===== src/rtl/div_pkg.sv =====
package div_pkg;
   typedef enum logic [1:0] {
      ST_IDLE = 2'd0,
      ST_COND = 2'd1,
      ST_LOOP = 2'd2,
      ST_FIX  = 2'd3
   } div_state_e;
endpackage


===== src/rtl/div_operand_cond.sv =====
// Converts signed operands to magnitudes; unsigned operands pass through.
module div_operand_cond #(
   parameter int DVD_W = 16,
   parameter int DVS_W = 8
) (
   input  logic             sgn,
   input  logic [DVD_W-1:0] a_in,
   input  logic [DVS_W-1:0] b_in,
   output logic [DVD_W-1:0] a_mag,
   output logic [DVS_W-1:0] b_mag,
   output logic             a_neg,
   output logic             b_neg
);
   assign a_neg = sgn & a_in[DVD_W-1];
   assign b_neg = sgn & b_in[DVS_W-1];
   assign a_mag = a_neg ? (~a_in + 1'b1) : a_in;
   assign b_mag = b_neg ? (~b_in + 1'b1) : b_in;
endmodule


===== src/rtl/div_restore_step.sv =====
// One restoring step: trial subtract via inverted divisor plus carry-in of one.
module div_restore_step #(
   parameter int DVS_W = 8
) (
   input  logic [DVS_W:0]   part_in,
   input  logic [DVS_W-1:0] dvs,
   output logic             qbit,
   output logic [DVS_W:0]   part_out
);
   logic [DVS_W:0]   cy;
   logic [DVS_W-1:0] diff;

   assign cy[0] = 1'b1;
   for (genvar j = 0; j < DVS_W; j++) begin : g_ripple
      logic nb;
      assign nb       = ~dvs[j];
      assign diff[j]  = part_in[j] ^ nb ^ cy[j];
      assign cy[j+1]  = (part_in[j] & nb) | (part_in[j] & cy[j]) | (nb & cy[j]);
   end

   // the extra top bit of the partial remainder joins the final carry
   assign qbit     = cy[DVS_W] | part_in[DVS_W];
   assign part_out = qbit ? {1'b0, diff} : part_in;
endmodule


===== src/rtl/div_sign_fix.sv =====
// Restores signs on quotient, remainder and modulus; handles zero divisor.
module div_sign_fix #(
   parameter int DVD_W = 16,
   parameter int DVS_W = 8
) (
   input  logic [DVD_W-1:0] q_mag,
   input  logic [DVS_W-1:0] r_mag,
   input  logic             a_neg,
   input  logic             b_neg,
   input  logic [DVS_W-1:0] b_raw,
   input  logic [DVS_W-1:0] a_low,
   input  logic             dz,
   output logic [DVD_W-1:0] q_out,
   output logic [DVS_W-1:0] r_out,
   output logic [DVS_W-1:0] m_out
);
   logic [DVS_W-1:0] r_negv;
   assign r_negv = ~r_mag + 1'b1;

   always_comb begin
      if (dz) begin
         q_out = '1;
         r_out = a_low;
         m_out = a_low;
      end else begin
         q_out = (a_neg ^ b_neg) ? (~q_mag + 1'b1) : q_mag;
         r_out = a_neg ? r_negv : r_mag;
         if (r_mag == '0) begin
            m_out = '0;
         end else begin
            unique case ({b_neg, a_neg})
               2'b11:   m_out = r_negv;
               2'b10:   m_out = b_raw + r_mag;
               2'b01:   m_out = b_raw - r_mag;
               default: m_out = r_mag;
            endcase
         end
      end
   end
endmodule


===== src/rtl/seq_divider.sv =====
module seq_divider #(
   parameter int DVD_W = 16,
   parameter int DVS_W = 8
) (
   input  logic             clk,
   input  logic             rst_n,
   input  logic             start,
   input  logic             sgn_mode,
   input  logic [DVD_W-1:0] dividend,
   input  logic [DVS_W-1:0] divisor,
   output logic             ready,
   output logic             done,
   output logic [DVD_W-1:0] quotient,
   output logic [DVS_W-1:0] remainder,
   output logic [DVS_W-1:0] modulus,
   output logic             div_by_zero
);
   import div_pkg::*;

   localparam int CNT_W = $clog2(DVD_W + 1);
   localparam logic [CNT_W-1:0] LAST_STEP = CNT_W'(DVD_W - 1);

   if (DVS_W < 2) begin : g_bad_dvs
      $error("seq_divider: DVS_W must be at least 2");
   end
   if (DVD_W < DVS_W) begin : g_bad_dvd
      $error("seq_divider: DVD_W must not be below DVS_W");
   end

   div_state_e       st;
   logic [DVD_W-1:0] raw_a;
   logic [DVS_W-1:0] raw_b;
   logic             sgn_r;
   logic             a_neg_r, b_neg_r;
   logic [DVS_W-1:0] b_mag_r;
   logic [DVD_W-1:0] shq;
   logic [DVS_W:0]   part;
   logic [CNT_W-1:0] cnt;

   logic [DVD_W-1:0] c_a_mag;
   logic [DVS_W-1:0] c_b_mag;
   logic             c_a_neg, c_b_neg;
   logic             s_qbit;
   logic [DVS_W:0]   s_next;
   logic [DVD_W-1:0] f_q;
   logic [DVS_W-1:0] f_r, f_m;
   logic             dvs_zero;

   div_operand_cond #(.DVD_W(DVD_W), .DVS_W(DVS_W)) u_cond (
      .sgn   (sgn_r),
      .a_in  (raw_a),
      .b_in  (raw_b),
      .a_mag (c_a_mag),
      .b_mag (c_b_mag),
      .a_neg (c_a_neg),
      .b_neg (c_b_neg)
   );

   div_restore_step #(.DVS_W(DVS_W)) u_step (
      .part_in  ({part[DVS_W-1:0], shq[DVD_W-1]}),
      .dvs      (b_mag_r),
      .qbit     (s_qbit),
      .part_out (s_next)
   );

   assign dvs_zero = (raw_b == '0);

   div_sign_fix #(.DVD_W(DVD_W), .DVS_W(DVS_W)) u_fix (
      .q_mag (shq),
      .r_mag (part[DVS_W-1:0]),
      .a_neg (a_neg_r),
      .b_neg (b_neg_r),
      .b_raw (raw_b),
      .a_low (raw_a[DVS_W-1:0]),
      .dz    (dvs_zero),
      .q_out (f_q),
      .r_out (f_r),
      .m_out (f_m)
   );

   always_ff @(posedge clk or negedge rst_n) begin
      if (!rst_n) begin
         st          <= ST_IDLE;
         raw_a       <= '0;
         raw_b       <= '0;
         sgn_r       <= 1'b0;
         a_neg_r     <= 1'b0;
         b_neg_r     <= 1'b0;
         b_mag_r     <= '0;
         shq         <= '0;
         part        <= '0;
         cnt         <= '0;
         done        <= 1'b0;
         quotient    <= '0;
         remainder   <= '0;
         modulus     <= '0;
         div_by_zero <= 1'b0;
      end else begin
         done <= 1'b0;
         unique case (st)
            ST_IDLE: begin
               if (start) begin
                  raw_a <= dividend;
                  raw_b <= divisor;
                  sgn_r <= sgn_mode;
                  st    <= ST_COND;
               end
            end
            ST_COND: begin
               shq     <= c_a_mag;
               b_mag_r <= c_b_mag;
               a_neg_r <= c_a_neg;
               b_neg_r <= c_b_neg;
               part    <= '0;
               cnt     <= LAST_STEP;
               st      <= ST_LOOP;
            end
            ST_LOOP: begin
               part <= s_next;
               shq  <= {shq[DVD_W-2:0], s_qbit};
               if (cnt == '0) st <= ST_FIX;
               else           cnt <= cnt - 1'b1;
            end
            ST_FIX: begin
               quotient    <= f_q;
               remainder   <= f_r;
               modulus     <= f_m;
               div_by_zero <= dvs_zero;
               done        <= 1'b1;
               st          <= ST_IDLE;
            end
            default: st <= ST_IDLE;
         endcase
      end
   end

   assign ready = (st == ST_IDLE);
endmodule


===== config.mk =====
export PLATFORM = sky130hd
export DESIGN_NAME = seq_divider
export DESIGN_NICKNAME = d
export VERILOG_FILES = /design/src/rtl/div_pkg.sv /design/src/rtl/div_operand_cond.sv /design/src/rtl/div_restore_step.sv /design/src/rtl/div_sign_fix.sv /design/src/rtl/seq_divider.sv
export SDC_FILE = /design/constraint.sdc
export NUM_CORES = 1
export LEC_CHECK = 0
export ABC_AREA = 1
export CORE_ASPECT_RATIO = 0.5
export CORE_MARGIN = 2
export CORE_UTILIZATION = 55
export DETAILED_ROUTE_END_ITERATION = 10
export PLACE_DENSITY = 0.84
export SYNTH_ARGS = -nofsm -noshare
export SYNTH_HDL_FRONTEND = slang
export SYNTH_HIERARCHICAL = 1
export SYNTH_SLANG_ARGS = --single-unit

===== constraint.sdc =====
create_clock -name clk -period 4.4 [get_ports clk]
set_input_delay 0.88 -clock clk [delete_from_list [all_inputs] [get_ports clk]]
set_output_delay 0.88 -clock clk [all_outputs]
set_load 0.01 [all_outputs]

* Yosys cells after proc, flatten, opt, wreduce, memory -nomap -nowiden
Cells that the tools add are included.
Word-level totals: input bits 28, output and inout bits 35, flip-flop bits (word level) 100, word-level logic and storage cells 127
Cells by class: reductions and logical operators 8, add/sub/neg operators 7, bitwise operators 70, eq/ne operators 9, multiplexer cells 18
Operator list (count):
- $mux W16 | 3
- $mux W8 | 6
- $add A16 B1 Y16 const B | 2
- $not A16 Y16 | 2
- $pmux W16 S2 | 1
- $and A1 B1 Y1 | 24
- $pmux W8 S3 | 1
- $or A1 B1 Y1 | 17
- $add A8 B1 Y8 const B | 2
- $logic_not A8 Y1 | 2
- $not A8 Y8 | 2
- $pmux W8 S2 | 1
- $xor A1 B1 Y1 | 16
- $pmux W5 S2 | 1
- $not A1 Y1 | 9
- $add A8 B8 Y8 | 1
- $eq A2 B2 Y1 const B | 4
- $pmux W2 S4 | 1
- $sub A8 B8 Y8 | 1
- $ne A2 B2 Y1 const B | 3
- $reduce_and A2 Y1 | 3
- $logic_not A5 Y1 | 1
- $mux W5 | 1
- $sub A5 B1 Y5 const B | 1
- other kinds (5) | 7

* Depth between registers and ports, before layout
Gate-level depths: netlist of run 1.
word-level depth 28, mapped depth 20, mapped depth without buffers 20

* Cells and area by module
Netlist of run 1, hierarchy kept.
Modules (own cells, without submodules):
- seq_divider | cells each 421, seq. area each 2502.4 sq um, area an instance 4162.7 sq um, instances 1
- div_sign_fix | cells each 267, seq. area each 0.0 sq um, area an instance 1378.8 sq um, instances 1
- div_operand_cond | cells each 129, seq. area each 0.0 sq um, area an instance 664.4 sq um, instances 1
- div_restore_step | cells each 54, seq. area each 0.0 sq um, area an instance 366.6 sq um, instances 1

* Worst setup path after synthesis of run 1
No wires, ideal clock.
path type reg-to-reg, start point register shq[15], end point register part[7], required time 4.265 ns, buffers on the path 0, period minus slack after synthesis 3.704 ns, cell stages (with the launch flop) 15, setup time 0.135 ns, slack 0.696 ns, arrival 3.569 ns, cell sequence dfrtp_1 -> inv_1 -> ha_1 -> fa_1 -> fa_1 -> fa_1 -> fa_1 -> fa_1 -> fa_1 -> inv_1 -> fa_1 -> o21ai_1 -> nand2_1 -> nand3_1 -> o21ai_0
On the way: longest elaborated chain between the ends 27, elaborated cells between the ends (all ways) 35, classes of those cells mux: 2; bitwise: 33
RTL lines:
- start: declaration | RTL line seq_divider.sv:36 | logic [DVD_W-1:0] shq;
- start signal: assignment | RTL line seq_divider.sv:110 | shq <= c_a_mag;
- start signal: assignment | RTL line seq_divider.sv:120 | shq <= {shq[DVD_W-2:0], s_qbit};
- $and A1 B1 Y1 | RTL line div_restore_step.sv:18 | assign cy[j+1] = (part_in[j] & nb) | (part_in[j] & cy[j]) | (nb & cy[j]);
- $or A1 B1 Y1 (*) (2 in a row) | RTL line div_restore_step.sv:18
- $and A1 B1 Y1 | RTL line div_restore_step.sv:18
- $or A1 B1 Y1 | RTL line div_restore_step.sv:18
- $or A1 B1 Y1 (*) | RTL line div_restore_step.sv:18
- $and A1 B1 Y1 | RTL line div_restore_step.sv:18
- $or A1 B1 Y1 | RTL line div_restore_step.sv:18
- $or A1 B1 Y1 (*) | RTL line div_restore_step.sv:18
- [... 10 more ...]
- $or A1 B1 Y1 | RTL line div_restore_step.sv:18
- $or A1 B1 Y1 (*) | RTL line div_restore_step.sv:18
- $and A1 B1 Y1 | RTL line div_restore_step.sv:18
- $or A1 B1 Y1 (2 in a row) | RTL line div_restore_step.sv:18
- $or A1 B1 Y1 | RTL line div_restore_step.sv:22 | assign qbit = cy[DVS_W] | part_in[DVS_W];
- $mux W8 (*) | RTL line div_restore_step.sv:23 | assign part_out = qbit ? {1'b0, diff} : part_in;
- net s_next[7] | RTL line seq_divider.sv:44 | logic [DVS_W:0] s_next;
- $pmux W8 S2 (*) | RTL line seq_divider.sv:100 | unique case (st)
- end signal: assignment | RTL line seq_divider.sv:119 | part <= s_next;
- end: declaration | RTL line seq_divider.sv:37 | logic [DVS_W:0] part;
Mark *: on every way through the listed nets, which the timed path passes. The rest lies on a longest branch. A chain may end at the register's enable or synchronous reset.

* Worst setup path in the final report of run 1
start point register shq[15], end point register part[5]
On the way: longest elaborated chain between the ends 27, elaborated cells between the ends (all ways) 35, classes of those cells mux: 2; bitwise: 33
RTL lines (RTL line):
- $and A1 B1 Y1 | div_restore_step.sv:18
- $or A1 B1 Y1 (*) (2 in a row) | div_restore_step.sv:18
- $and A1 B1 Y1 | div_restore_step.sv:18
- $or A1 B1 Y1 | div_restore_step.sv:18
- $or A1 B1 Y1 (*) | div_restore_step.sv:18
- $and A1 B1 Y1 | div_restore_step.sv:18
- $or A1 B1 Y1 | div_restore_step.sv:18
- $or A1 B1 Y1 (*) | div_restore_step.sv:18
- [... 9 more ...]
- $and A1 B1 Y1 | div_restore_step.sv:18
- $or A1 B1 Y1 (2 in a row) | div_restore_step.sv:18
- $and A1 B1 Y1 | div_restore_step.sv:18
- $or A1 B1 Y1 (2 in a row) | div_restore_step.sv:18
- $or A1 B1 Y1 | div_restore_step.sv:22
- $mux W8 (*) | div_restore_step.sv:23
- net s_next[5] | seq_divider.sv:44
- $pmux W8 S2 (*) | seq_divider.sv:100
Marked as above.

==> impl_metrics.ini, run 1 <==
[sta]
clock_skew_ps = 10.4
fin_crit_ps = 4200
finalSetupTns_ps = 0
max_slew.worst_pin.slew_ps = 894
finalHoldViolations = 0
setup_viol = 0
slew_violations = 0
max_freq_ghz = 0.238
period_share = 0.954
relSlewSlack = 0.404
rsz0062_at_grt = false

[cts]
clkTransAtPathRegs_ps = 70
cts_hold_buf = 0
post-cts-setup-buffers = 0
clk_latency_ps = 350
clock-sinks = 100
root_buffer = clkbuf_16
cts_buffer_depth = 2
cts_buffers = 9
cts_tree = built
cts.htree.levels = 3
postCtsResizedCells = 0

[cells_and_area]
final_layout_size_suffix_gt1_frac = 0.0879
antennaDiodeCount = 0
layout_commonest_cell = nand2_1
area_growth_pct = 15.4
num-nets-final = 973
final_cell_mix = nand2_1, dfrtp_1, inv_1

[synth]
syn-mean-instance-area_sq_um = 7.55
synthesis.area_sq_mm = 0.00656
yosysWarnings = 6
synthCells = 869
syn_nets = 926

[critical_path]
path_class = reg -> reg
crit_required_ps = 4600
critical_path_arrival_ps = 4400
path_cells = inv_1 -> ha_1 -> fa_1 -> fa_1 -> fa_1 -> fa_1 -> fa_1 -> fa_1 -> inv_1 -> fa_1 -> nor2_8 -> nand2_1 -> nand2_1 -> nand3_1 -> o21ai_0
startpoint_type = flip-flop
cp_slowest_cell = fa_1
critical_path.max_stage_delay_ps = 480
critPathMaxFanout = 9
cp_common_cell = fa_1
cp-end-kind = flip-flop

[global_route]
grtUsageTotal = 0.272
grt_overflow = 0
antenna_found_initial = 0
use_met3 = 0.0534
grt_use_met2 = 0.391
grt_pass1_vias = 5213
grt_pass1_wl_um = 26800
busiest_layer = met1
grt_util_met1 = 0.423
grt_start_max_net_pins = 53

[outcome]
status = finished clean

[drt]
vias = 5970
avgRoutedWirePerCell_um = 15.5
vias_per_cell = 5.50
firstDrtPassIters = 5
drc = 0
drtAntennaViolNets = 0
drt-total-wl_um = 16900
drt_first_iter_violations = 684

[die]
start_util = 0.559
io_pins = 63
num_rows = 28
dieArea_sq_mm = 0.0129
die_h_um = 81.2
core_sq_mm = 0.0117
die_x_um = 158

[placed_design]
place.gp.congestion = 0.952
hpwl_um = 12500
port_buffers = 62

[flow_run]
cap_violations = 0

[worst_hold_path]
min_path_type = reg -> reg
==> cell type report <==
class                   count  area [sq um]
multi-input cells         634          3450
well taps                 165           206
fillers                   995          4160
repair buffers             68           663
inverters                 103           389
clock buffers              11           253
flip-flops and latches    100          2500
clock inverters             5           106
==> state kept, by name, summed over array words and instances (netlist names), 8 cells and up <==
signal and count:
modulus 8, remainder 8, quotient 16, shq 16, raw_b 8, b_mag_r 8, part 8, raw_a 16
==> through the flow <==
| step | hold slack (ps) | cells | util | setup slack [ps] | instance area [sq um] |
|---|---|---|---|---|---|
| after CTS | 477 | 1086 | 0.645 | 241 | 7570 |
| after floorplan | 442 | 869 | - | 696 | 6560 |
| after detailed placement | 459 | 1070 | 0.615 | 295 | 7210 |
| after global placement | 454 | 1070 | 0.615 | 468 | 7210 |
| after global routing | 504 | 1086 | 0.645 | 39.5 | 7570 |
| final | 472 | 1086 | 0.645 | 202 | 7570 |
==> layer usage <==
layer	wire length [um]	part of all wire
met4	128	0.0076
met2	6970	0.41
met5	0	0
met3	1510	0.090
met1	8250	0.49
==> final timing paths <==
path	from	endpoint	slack [ps]	cells after the start
min	b_mag_r[7]$_DFFE_PN0P_	b_mag_r[7]$_DFFE_PN0P_	470	2
max	shq[15]$_DFFE_PN0P_	part[5]$_DFFE_PN0P_	200	15
max reg2reg	shq[15]$_DFFE_PN0P_	part[5]$_DFFE_PN0P_	200	15
min in group asynchronous	rst_n	raw_b[6]$_DFFE_PN0P_	580	1
min reg2reg	b_mag_r[7]$_DFFE_PN0P_	b_mag_r[7]$_DFFE_PN0P_	470	2
max in group asynchronous	rst_n	sgn_r$_DFFE_PN0P_	3010	2
==> critical path, delay by kind of cell, from the launching register on <==
| family | cells | cell delay, ps |
|---|---|---|
| DFF | 1 | 430 |
| and+or+nand+nor | 4 | 310 |
| adders and majority gates | 8 | 3030 |
| AOI/OAI and AO/OA | 1 | 110 |
| buffers and inverters | 2 | 140 |
Power of run 1 is left out: the tool's default activity adds up to more than one toggle a clock period on the data nets, which glitch-free logic cannot reach.
==> inputs of run 2 (changes only) <==
--- a/config.mk
+++ b/config.mk
@@ -10,6 +10,7 @@
 export CORE_MARGIN = 2
 export CORE_UTILIZATION = 55
 export DETAILED_ROUTE_END_ITERATION = 10
+export MAX_ROUTING_LAYER = met4
 export PLACE_DENSITY = 0.84
 export SYNTH_ARGS = -nofsm -noshare
 export SYNTH_HDL_FRONTEND = slang
==> run 2 against run 1 <==
Core utilization fell by 0.57 points. First-iteration DRC count is 14% lower. Via count shrank 1.1%. Sequential share of layout area up 0.29 points. Hold slack got worse by 1.7 ps. Non-clock buffer count is the same. Critical path depth unchanged. Die area stayed put. Fmax is 2.6% higher. Clock skew fell by 3.5 ps.
==> impl_metrics.ini, run 2 (synthesis gave the netlist of run 1 again) <==
[outcome]
status = finished clean

[global_route]
grt_start_max_net_pins = 50
grt_pass1_vias = 5164
grt_overflow = 0
grt_pass1_wl_um = 26400
grtUsageTotal = 0.276
antenna_found_initial = 0

[critical_path]
crit_required_ps = 4600
cp-end-kind = flip-flop
path_buf_inv = 2
critical_path_arrival_ps = 4290
critical_path.max_stage_delay_ps = 450
cp_common_cell = fa_1
critPathMaxFanout = 9
path_class = reg -> reg
path_cells = inv_1 -> ha_1 -> fa_1 -> fa_1 -> fa_1 -> fa_1 -> fa_1 -> fa_1 -> inv_1 -> fa_1 -> nor2_8 -> nand2_1 -> nand2_1 -> nand3_1 -> o21ai_0
cp_slowest_cell = fa_1
crit_family = adder cells
startpoint_type = flip-flop

[sta]
finalHoldViolations = 0
fin_crit_ps = 4090
finalSetupTns_ps = 0
max_freq_ghz = 0.245
clock_skew_ps = 6.84
slew_violations = 0
relSlewSlack = 0.284
rsz0062_at_grt = false
period_share = 0.929
setup_viol = 0
max_slew.worst_pin.slew_ps = 1070

[drt]
drc = 0
drtAntennaViolNets = 0
drt_first_iter_violations = 585
vias = 5902
drt-total-wl_um = 16500
firstDrtPassIters = 6
vias_per_cell = 5.43
avgRoutedWirePerCell_um = 15.2

[worst_hold_path]
min_path_type = reg -> reg

[cts]
cts_tree = built
cts.htree.levels = 3
root_buffer = clkbuf_16
clock-sinks = 100
cts_buffer_depth = 2
cts_hold_buf = 0
postCtsResizedCells = 0
post-cts-setup-buffers = 0
clkTransAtPathRegs_ps = 70
clk_latency_ps = 340
cts_buffers = 9

[cells_and_area]
area.sequential_sq_mm = 0.00250
multiInputGateArea_sq_mm = 0.00345
final_util = 0.640
nFillCells = 1002
final_layout_size_suffix_gt1_frac = 0.0858
final_cell_mix = nand2_1, dfrtp_1, inv_1
reg_top3 = quotient: 16 flops, raw_a: 16 flops, shq: 16 flops
antennaDiodeCount = 0
num-nets-final = 973
layout_commonest_cell = nand2_1
area_growth_pct = 14.4

[placed_design]
hpwl_um = 12300
port_buffers = 62
place.gp.congestion = 0.957

[die]
io_pins = 63
dieArea_sq_mm = 0.0129
core_sq_mm = 0.0117
die_x_um = 158
num_rows = 28
die_h_um = 81.2
start_util = 0.559

[flow_run]
cap_violations = 0
==> run 2: cell types whose count changed in the layout (fill, tap and decap cells not counted) <==
cell / before / now
bufinv_16: 3 / 1
clkbuf_1: 0 / 2
clkbuf_8: 2 / 0
clkinv_2: 0 / 1
clkinv_4: 0 / 1
==> run 2: path summary, 6_finish.rpt <==
path	startpoint	end	slack (ps)	depth (start not counted)
hold reg to reg	remainder[2]$_DFFE_PN0P_	remainder[2]$_DFFE_PN0P_	470	2
max in group asynchronous	rst_n	modulus[4]$_DFFE_PN0P_	3100	2
setup reg to reg	shq[15]$_DFFE_PN0P_	part[6]$_DFFE_PN0P_	310	15
min in group asynchronous	rst_n	b_mag_r[4]$_DFFE_PN0P_	510	1
hold / removal	remainder[2]$_DFFE_PN0P_	remainder[2]$_DFFE_PN0P_	470	2
setup / recovery	shq[15]$_DFFE_PN0P_	part[6]$_DFFE_PN0P_	310	15
==> run 2: area by class of cell <==
type,count,area share
repair buffers,68,0.0883
multi-input cells,634,0.460
flip-flops and latches,100,0.333
inverters,103,0.0518
clock buffers,11,0.0310
well taps,165,0.0275
clock inverters,5,0.00800
==> run 2: worst register-to-register path, stage by stage (launching register included) <==
cell     delay [ps]
dfrtp_1         410
inv_1            60
ha_1            210
fa_1            380
fa_1            400
fa_1            390
fa_1            390
fa_1            380
fa_1            370
inv_1            70
fa_1            450
nor2_8          100
nand2_1          80
nand2_1          60
nand3_1          80
o21ai_0         110
==> run 2: stage by stage <==
step                      hold slack, ps  worst slack (ps)  std cells  cell area (sq um)
final                                471               310       1086               7510
after global routing                 492              98.7       1086               7510
after CTS                            475               313       1086               7510
after detailed placement             459               335       1070               7210
after global placement               455               443       1070               7210
after floorplan                      442               696        869               6560
==> run 2: per-layer routing <==
layer / global-route usage / wire length (um)
met4: 0.0595 / 202
met5: - / 0
met3: 0.0480 / 1290
met2: 0.373 / 6570
met1: 0.426 / 8430
Power of run 2 is left out for the same reason.
==> inputs of run 3 (changes only) <==
--- a/config.mk
+++ b/config.mk
@@ -6,6 +6,7 @@
 export NUM_CORES = 1
 export LEC_CHECK = 0
 export ABC_AREA = 1
+export CAP_MARGIN = 20
 export CORE_ASPECT_RATIO = 0.5
 export CORE_MARGIN = 2
 export CORE_UTILIZATION = 55
==> run 3 against run 2 <==
Sequential share of layout area fell by 0.067 points. Die area did not move. Via count rose by 0.69%. Register-to-register slack improved by 20 ps. Fmax rose by 0.45%. Hold slack improved by 1.9 ps. Critical endpoint unchanged. Largest cell class unchanged. Worst setup slack improved by 18 ps.
==> impl_metrics.ini, run 3 (synthesis gave the netlist of run 1 again) <==
[outcome]
status = finished clean

[cts]
cts_hold_buf = 0
postCtsResizedCells = 0
clkTransAtPathRegs_ps = 70
cts_buffer_depth = 2
clock-sinks = 100
cts_buffers = 9
post-cts-setup-buffers = 0
cts.htree.levels = 3
cts_tree = built
clk_latency_ps = 340
root_buffer = clkbuf_16

[cells_and_area]
final_layout_size_suffix_gt1_frac = 0.0868
num-nets-final = 974
post_layout_nonfiller_instances = 1087
reg_top3 = quotient: 16 flops, raw_a: 16 flops, shq: 16 flops
layout_commonest_cell = nand2_1
area_growth_pct = 14.6
antennaDiodeCount = 0
final_cell_mix = nand2_1, dfrtp_1, inv_1

[sta]
finalHoldViolations = 0
relSlewSlack = 0.406
period_share = 0.925
max_freq_ghz = 0.246
fin_crit_ps = 4070
rsz0062_at_grt = false
clock_skew_ps = 7.87
finalSetupTns_ps = 0
max_slew.worst_pin.slew_ps = 889
slew_violations = 0
setup_viol = 0

[die]
start_util = 0.559
die_x_um = 158
core_sq_mm = 0.0117
io_pins = 63
num_rows = 28
dieArea_sq_mm = 0.0129
die_h_um = 81.2

[flow_run]
cap_violations = 0

[drt]
drt_first_iter_violations = 538
avgRoutedWirePerCell_um = 15.3
vias_per_cell = 5.47
drc = 0
drtAntennaViolNets = 0
drt-total-wl_um = 16600
firstDrtPassIters = 5
vias = 5943

[global_route]
grt_start_max_net_pins = 50
antenna_found_initial = 0
grt_pass1_wl_um = 26400
grt_use_met2 = 0.373
grt_util_met1 = 0.426
grt_overflow = 0
busiest_layer = met1
use_met3 = 0.0480
grtUsageTotal = 0.276
grt_pass1_vias = 5164

[critical_path]
crit_family = adder cells
crit_required_ps = 4600
worstRegToRegCells = 15
rrSetupSlack_ps = 330
path_buf_inv = 2
critPathMaxFanout = 9
critical_path.max_stage_delay_ps = 460
cp_slowest_cell = fa_1
regToRegEndpoint = part[6]$_DFFE_PN0P_
critical_path_arrival_ps = 4270
rr_startpoint = shq[15]$_DFFE_PN0P_
cp-end-kind = flip-flop
cp_common_cell = fa_1
startpoint_type = flip-flop
path_class = reg -> reg
path_cells = inv_1 -> ha_1 -> fa_1 -> fa_1 -> fa_1 -> fa_1 -> fa_1 -> fa_1 -> inv_1 -> fa_1 -> nor2_8 -> nand2_1 -> nand2_1 -> nand3_1 -> o21ai_0

[placed_design]
place.gp.congestion = 0.957
dp.cells = 1070
port_buffers = 62
hpwl_um = 12300

[worst_hold_path]
hp-start = remainder[2]$_DFFE_PN0P_
whs_endpoint = remainder[2]$_DFFE_PN0P_
min_path_type = reg -> reg
hold_depth = 2
-- run 3: cell count changes in the layout (fill, tap and decap cells not counted) --
cell / before / now
buf_8: 0 / 1
-- run 3: cell type report --
| cell class | count | area, sq um |
|---|---|---|
| clock buffer | 11 | 233 |
| clock inverter | 5 | 60.1 |
| fill | 1001 | 4210 |
| inverter | 103 | 389 |
| multi-input combinational | 634 | 3450 |
| sequential | 100 | 2500 |
| tap | 165 | 206 |
| timing repair buffer | 69 | 678 |
-- run 3: how the worst max path moves through the flow --
stage	to	depth (start not counted)	from	slack, ps
final	part[6]$_DFFE_PN0P_	15	shq[15]$_DFFE_PN0P_	330
after global routing	part[6]$_DFFE_PN0P_	15	shq[15]$_DFFE_PN0P_	130
after CTS	part[6]$_DFFE_PN0P_	15	shq[15]$_DFFE_PN0P_	310
after detailed placement	part[6]$_DFFE_PN0P_	15	shq[15]$_DFFE_PN0P_	330
after global placement	part[7]$_DFFE_PN0P_	15	shq[15]$_DFFE_PN0P_	440
after floorplan	part[7]$_DFFE_PN0P_	14	shq[15]$_DFFE_PN0P_	700
-- run 3: per-stage QoR --
step           instance area [sq um]  hold WS, ps  worst slack [ps]   util
3_3_place_gp                    7210          455               443  0.615
2_1_floorplan                   6560          442               696      -
5_1_grt                         7520          492               127  0.641
6_report                        7520          472               329  0.641
4_1_cts                         7510          475               313  0.640
3_5_place_dp                    7210          459               335  0.615
-- run 3: worst register-to-register path, stage by stage (launching register included) --
cell and delay, ps:
dfrtp_1 410, inv_1 60, ha_1 210, fa_1 380, fa_1 390, fa_1 380
fa_1 390, fa_1 380, fa_1 370, inv_1 70, fa_1 460, nor2_8 100
nand2_1 80, nand2_1 60, nand3_1 80, o21ai_0 100
-- run 3: layer usage --
metal,vias up,part of all wire
met2,279,0.40
met5,-,0
li1,2867,-
met4,0,0.015
met3,39,0.081
met1,2758,0.51
Power of run 3 is left out for the same reason.
